File: config.mk
export PLATFORM = sky130hd
export DESIGN_NAME = fsc_chan_tracker
export DESIGN_NICKNAME = d
export VERILOG_FILES = /design/src/rtl/csi_fsc_pkg.sv /design/src/rtl/fsc_chan_tracker.sv
export SDC_FILE = /design/constraint.sdc
export NUM_CORES = 1
export LEC_CHECK = 0
export ABC_AREA = 1
export BUFFER_PORTS_ARGS = -buffer_cell sky130_fd_sc_hd__buf_2
export CORE_UTILIZATION = 58
export CTS_BUF_LIST = sky130_fd_sc_hd__clkbuf_4 sky130_fd_sc_hd__clkbuf_8
export CTS_CLUSTER_SIZE = 24
export DETAILED_ROUTE_END_ITERATION = 16
export GPL_ROUTABILITY_DRIVEN = 1
export PLACE_DENSITY = 0.93
export SETUP_SLACK_MARGIN = 0.3
export SLEW_MARGIN = 20
export SYNTH_ARGS = -nofsm -noshare
export SYNTH_HDL_FRONTEND = slang
export SYNTH_SLANG_ARGS = --single-unit
File: constraint.sdc
create_clock -name clk -period 4.7 [get_ports clk]
set_clock_uncertainty 0.1 [all_clocks]
set_input_delay 0 -clock clk [delete_from_list [all_inputs] [get_ports clk]]
set_output_delay 0 -clock clk [all_outputs]
set_load 0.02 [all_outputs]
File: src/rtl/csi_fsc_pkg.sv
package csi_fsc_pkg;

  typedef enum logic [1:0] {
    PK_FS    = 2'd0,
    PK_FE    = 2'd1,
    PK_LINE  = 2'd2,
    PK_OTHER = 2'd3
  } pkt_kind_e;

  localparam logic [5:0] DT_NULL    = 6'h10;
  localparam logic [5:0] DT_BLANK   = 6'h11;
  localparam logic [5:0] DT_RGB444  = 6'h20;
  localparam logic [5:0] DT_RGB555  = 6'h21;

  localparam int GLOBAL_W = 8;
  localparam int CH_EV_N  = 8;

  // field k of the per-channel event record maps to source field k
  typedef struct packed {
    logic size_err;
    logic trunc;
    logic lost_fe;
    logic lost_fs;
    logic early_fe;
    logic early_fs;
    logic fe_seen;
    logic fs_seen;
  } chan_ev_t;

endpackage

File: src/rtl/fsc_chan_tracker.sv
module fsc_chan_tracker
  import csi_fsc_pkg::*;
#(
  parameter int RES_W = 16
) (
  input  logic             clk,
  input  logic             rst_n,
  input  logic             sel,
  input  pkt_kind_e        pkt_kind,
  input  logic             line_ok,
  input  logic [RES_W-1:0] pkt_len,
  input  logic [RES_W-1:0] cfg_hres,
  input  logic [RES_W-1:0] cfg_vres,
  output chan_ev_t         ev
);

  logic             in_frame_q, in_frame_d;
  logic [RES_W-1:0] lines_q, lines_d;
  logic             bad_q, bad_d;
  logic             fs_hit, fe_hit, line_hit, upd;
  logic             partial, short_frame;

  always_comb begin
    fs_hit      = sel && (pkt_kind == PK_FS);
    fe_hit      = sel && (pkt_kind == PK_FE);
    line_hit    = sel && line_ok;
    upd         = fs_hit || fe_hit || line_hit;
    short_frame = lines_q < cfg_vres;
    partial     = (lines_q != '0) && short_frame;

    in_frame_d = in_frame_q;
    lines_d    = lines_q;
    bad_d      = bad_q;
    ev         = '0;

    if (fs_hit) begin
      ev.fs_seen  = 1'b1;
      ev.lost_fe  = in_frame_q;
      ev.early_fs = in_frame_q && partial;
      in_frame_d  = 1'b1;
      lines_d     = '0;
      bad_d       = 1'b0;
    end else if (fe_hit) begin
      ev.fe_seen  = 1'b1;
      ev.lost_fs  = !in_frame_q;
      ev.trunc    = in_frame_q && short_frame;
      ev.early_fe = in_frame_q && partial;
      ev.size_err = in_frame_q && ((lines_q != cfg_vres) || bad_q);
      in_frame_d  = 1'b0;
    end else if (line_hit) begin
      if (!in_frame_q) begin
        ev.lost_fs = 1'b1;
      end else begin
        if (lines_q != '1) lines_d = lines_q + 1'b1;
        if (pkt_len != cfg_hres) bad_d = 1'b1;
      end
    end
  end

  always_ff @(posedge clk or negedge rst_n) begin
    if (!rst_n) begin
      in_frame_q <= 1'b0;
      lines_q    <= '0;
      bad_q      <= 1'b0;
    end else if (upd) begin
      in_frame_q <= in_frame_d;
      lines_q    <= lines_d;
      bad_q      <= bad_d;
    end
  end

  // a start always opens (or reopens) the frame
  a_r3_fs_opens_frame: assert property (@(posedge clk) disable iff (!rst_n)
    fs_hit |=> in_frame_q);

  // every end leaves the frame
  a_r6_fe_closes_frame: assert property (@(posedge clk) disable iff (!rst_n)
    fe_hit |=> !in_frame_q);

  // an early end is always also a truncated frame
  a_r6_early_implies_trunc: assert property (@(posedge clk) disable iff (!rst_n)
    ev.early_fe |-> ev.trunc);

  // an accepted in-frame line advances the count by one
  a_r5_line_counts: assert property (@(posedge clk) disable iff (!rst_n)
    (line_hit && in_frame_q && (lines_q != '1)) |=> (lines_q == $past(lines_q) + 1'b1));

endmodule

==> flow_summary_export.csv <==
group,metric,value,unit
floorplan,core_area,3420,sq um
power,peakVddDrop,0.240,mV
routing,first_pass_iters,4,
layout,drive_above_1_share,0.220,
critical_path,cp_num_buf_inv,1,
synthesis,synthTopCellsByCount,"nand2_1 (114), inv_1 (74), nor2_1 (41), nand3_1 (20)",
synthesis,synth_area_leaders,"dfrtp_1 (21%), nand2_1 (20%), inv_1 (13%)",
floorplan,die_h,62.2,um
power,power.share.sequential,0.394,
power,p_sw,0.000219,W
timing,hold_viol_final,0,
floorplan,io_pins,62,
routing,vias,2329,
cts,numCtsBuffers,3,
critical_path,critical-path-top-delay-family,"simple AND/OR/NAND/NOR gates",
global_route,grt_pass1_vias,2239,
routing,drt_wl_total,4.92,mm
outcome,status,"complete, no violations",
critical_path,worstReg2RegEnd,"lines_q[4]",
synthesis,avgSynthCellArea,6.03,sq um
critical_path,cpMostUsedCell,"nor2_1",
critical_path,crit_path_end,"ev[3]",
floorplan,die-area,3870,sq um
cts,clk_pin_slew,0.12,ns
cts,cts_root_buf,"clkbuf_4",
synthesis,syn_area,2100,sq um
synthesis,synth-edff-count,0,
critical_path,worst-setup-path-type,"flip-flop to output port",
layout,fillers,297,
critical_path,critPathMaxStageDelay,0.44,ns
power,leakagePower,1.57,nW
cts,h-tree-depth,1,
synthesis,synth-seq-area-share,0.214,
synthesis,ys_ff_latch,18,
timing,post-route-min-period,2.11,ns
power,p_sw_frac,0.414,
critical_path,setup.worst_path.start,"lines_q[15]",
run,max_cap_violations,0,
layout,n_antenna_cell,0,
critical_path,regToRegSetupSlack,2.63,ns
global_route,grt_remaining_overflow,0,
place,hpwlAfterDp,3.96,mm
synthesis,yosysMostFrequentCell,"nand2_1",
global_route,grt_pass1_wl,8.59,mm
layout,final_cells,459,
floorplan,die_w,62.2,um
timing,finalSetupTns,0,ns
routing,drc_errors,0,
power,p_int,0.000311,W
critical_path,start_kind,"flip-flop",
critical_path,required,4.60,ns
timing,post-route-period-util,0.448,
critical_path,worstPathCellList,"ha_1, a211oi_1, nand2_1, nor2_1, nand3_1, nor2_1, buf_2",
place,place_congestion,0.909,
place,port_buffers,61,
cts,ctsResizeCount,0,
layout,final_util,0.732,
critical_path,worstPathMaxFanout,5,
power,p_comb_frac,0.414,
cts,clockBufferDepth,2,
timing,rsz0062_at_grt,"false",
synthesis,yosys.area.top_type,"dfrtp_1",
synthesis,yosys_warnings,0,
timing,finalMaxSlewViolations,0,
power,power_density,212,nW/um^2
global_route,antenna_found_initial,0,
cts,cts_sinks,18,
synthesis,ys.flop_type,"dfrtp_1",
timing,worst_pin_slew,0.422,ns
routing,wl_per_cell,10.7,um
synthesis,async_reset_ff_frac,1.00,
floorplan,start_util,0.616,
layout,area_delta_synth_final,18.7,%
cts,cts_tree,"built",
layout,layout.nets,486,
cts,clock_latency,0.31,ns
worst_hold_path,hold_path.class,"primary input to async pin",
routing,via_per_inst,5.07,
critical_path,arrival,2.01,ns
critical_path,worst-path-stages,7,
critical_path,reg2reg_from,"lines_q[1]",
synthesis,synth.distinct_cells,29,
critical_path,cp_slowest_cell,"dfrtp_1",
timing,max_freq,0.475,GHz
power,clkPwrFrac,0.192,
critical_path,endpoint_kind,"output port",
synthesis,synthesis.nets,421,
timing,setup_violations,0,
routing,drtAntennaViolNets,0,
synthesis,synth_top_cell_area_share,0.214,
routing,drt_iter0_drc,120,
global_route,grt_max_degree,32,
critical_path,reg2reg_depth,10,
synthesis,synthCells,349,
global_route,grt_usage,0.273,
floorplan,rows,21,
timing,relSlewSlack,0.719,
place,dp.cells,451,
-- sequential cells by signal, summed over array words and instances (netlist names) --
name	cells
lines_q	16
in_frame_q	1
bad_q	1
-- metrics by stage --
step | hold slack [ns] | total power, W | area, sq um | setup slack [ns]
finish | 0.0374 | 0.000530 | 2500 | 2.59
global route | 0.0708 | 0.000575 | 2500 | 2.48
CTS | 0.0487 | 0.000530 | 2500 | 2.60
detailed placement | -0.144 | 0.000424 | 2420 | 2.67
global placement | -0.146 | 0.000410 | 2420 | 2.81
floorplan | -0.396 | 0.000356 | 2100 | 3.10
-- power by group through the flow --
| stage | Sequential, W | Combinational (W) | Clock, W |
|---|---|---|---|
| after floorplan | 0.000202 | 0.000153 | 0 |
| after detailed placement | 0.000210 | 0.000213 | 0 |
| after global routing | 0.000212 | 0.000252 | 0.000111 |
| after global placement | 0.000209 | 0.000201 | 0 |
| final | 0.000209 | 0.000220 | 0.000102 |
| after CTS | 0.000208 | 0.000219 | 0.000103 |
-- cell usage in the layout (no fill, tap or decap), drive strengths merged --
master	instances
dlygate4sd3	4
o21ai	19
nor2	44
nand3	22
nor3	5
dfrtp	18
ha	18
inv	77
clkbuf	4
xor2	4
a21oi	5
buf	61
a211oi	2
a311oi	1
o21a	1
nand2	116
o21bai	1
nand4	9
nor4	2
-- what timing repair did --
item | 4_1_cts | 5_1_grt
hold buffers | 4 | 0
buffers inserted | 0 | 0
setup endpoints to repair | 0 | 0
hold endpoints to repair | 20 | 0
-- cell type report --
type | instances | area [sq um] | share of cell area
Timing Repair Buffer | 65 | 345 | 0.138
Multi-Input combinational cell | 249 | 1320 | 0.528
Inverter | 77 | 289 | 0.116
Clock buffer | 4 | 36.3 | 0.0145
Sequential cell | 18 | 450 | 0.180
Tap cell | 46 | 57.6 | 0.0230
-- per-layer routing --
metal	vias to the layer above	part of all wire	global-route usage
li1	1200	-	-
met1	1021	0.40	0.289
met2	89	0.52	0.522
met3	19	0.055	0.0533
met4	0	0.026	0.113
met5	-	0	0
-- kinds of logic after synthesis --
kind of cell               share of synthesized area
xor gates and xnor gates                      0.0166
DFF                                            0.214
adders and majority gates                      0.107
AOI/OAI and AO/OA                              0.100
buffers and inverters                          0.159
and+or+nand+nor                                0.403
-- worst min path at each step --
stage | from | end | slack (ns) | cells past startpoint
final | rst_n | lines_q[2] | 0.04 | 2
after global placement | rst_n | lines_q[11] | -0.15 | 1
after global routing | pkt_kind[1] | in_frame_q | 0.07 | 5
after detailed placement | rst_n | lines_q[11] | -0.14 | 1
after CTS | rst_n | lines_q[11] | 0.05 | 2
after floorplan | rst_n | bad_q | -0.40 | 0
Power figures use the tool's default switching activity.
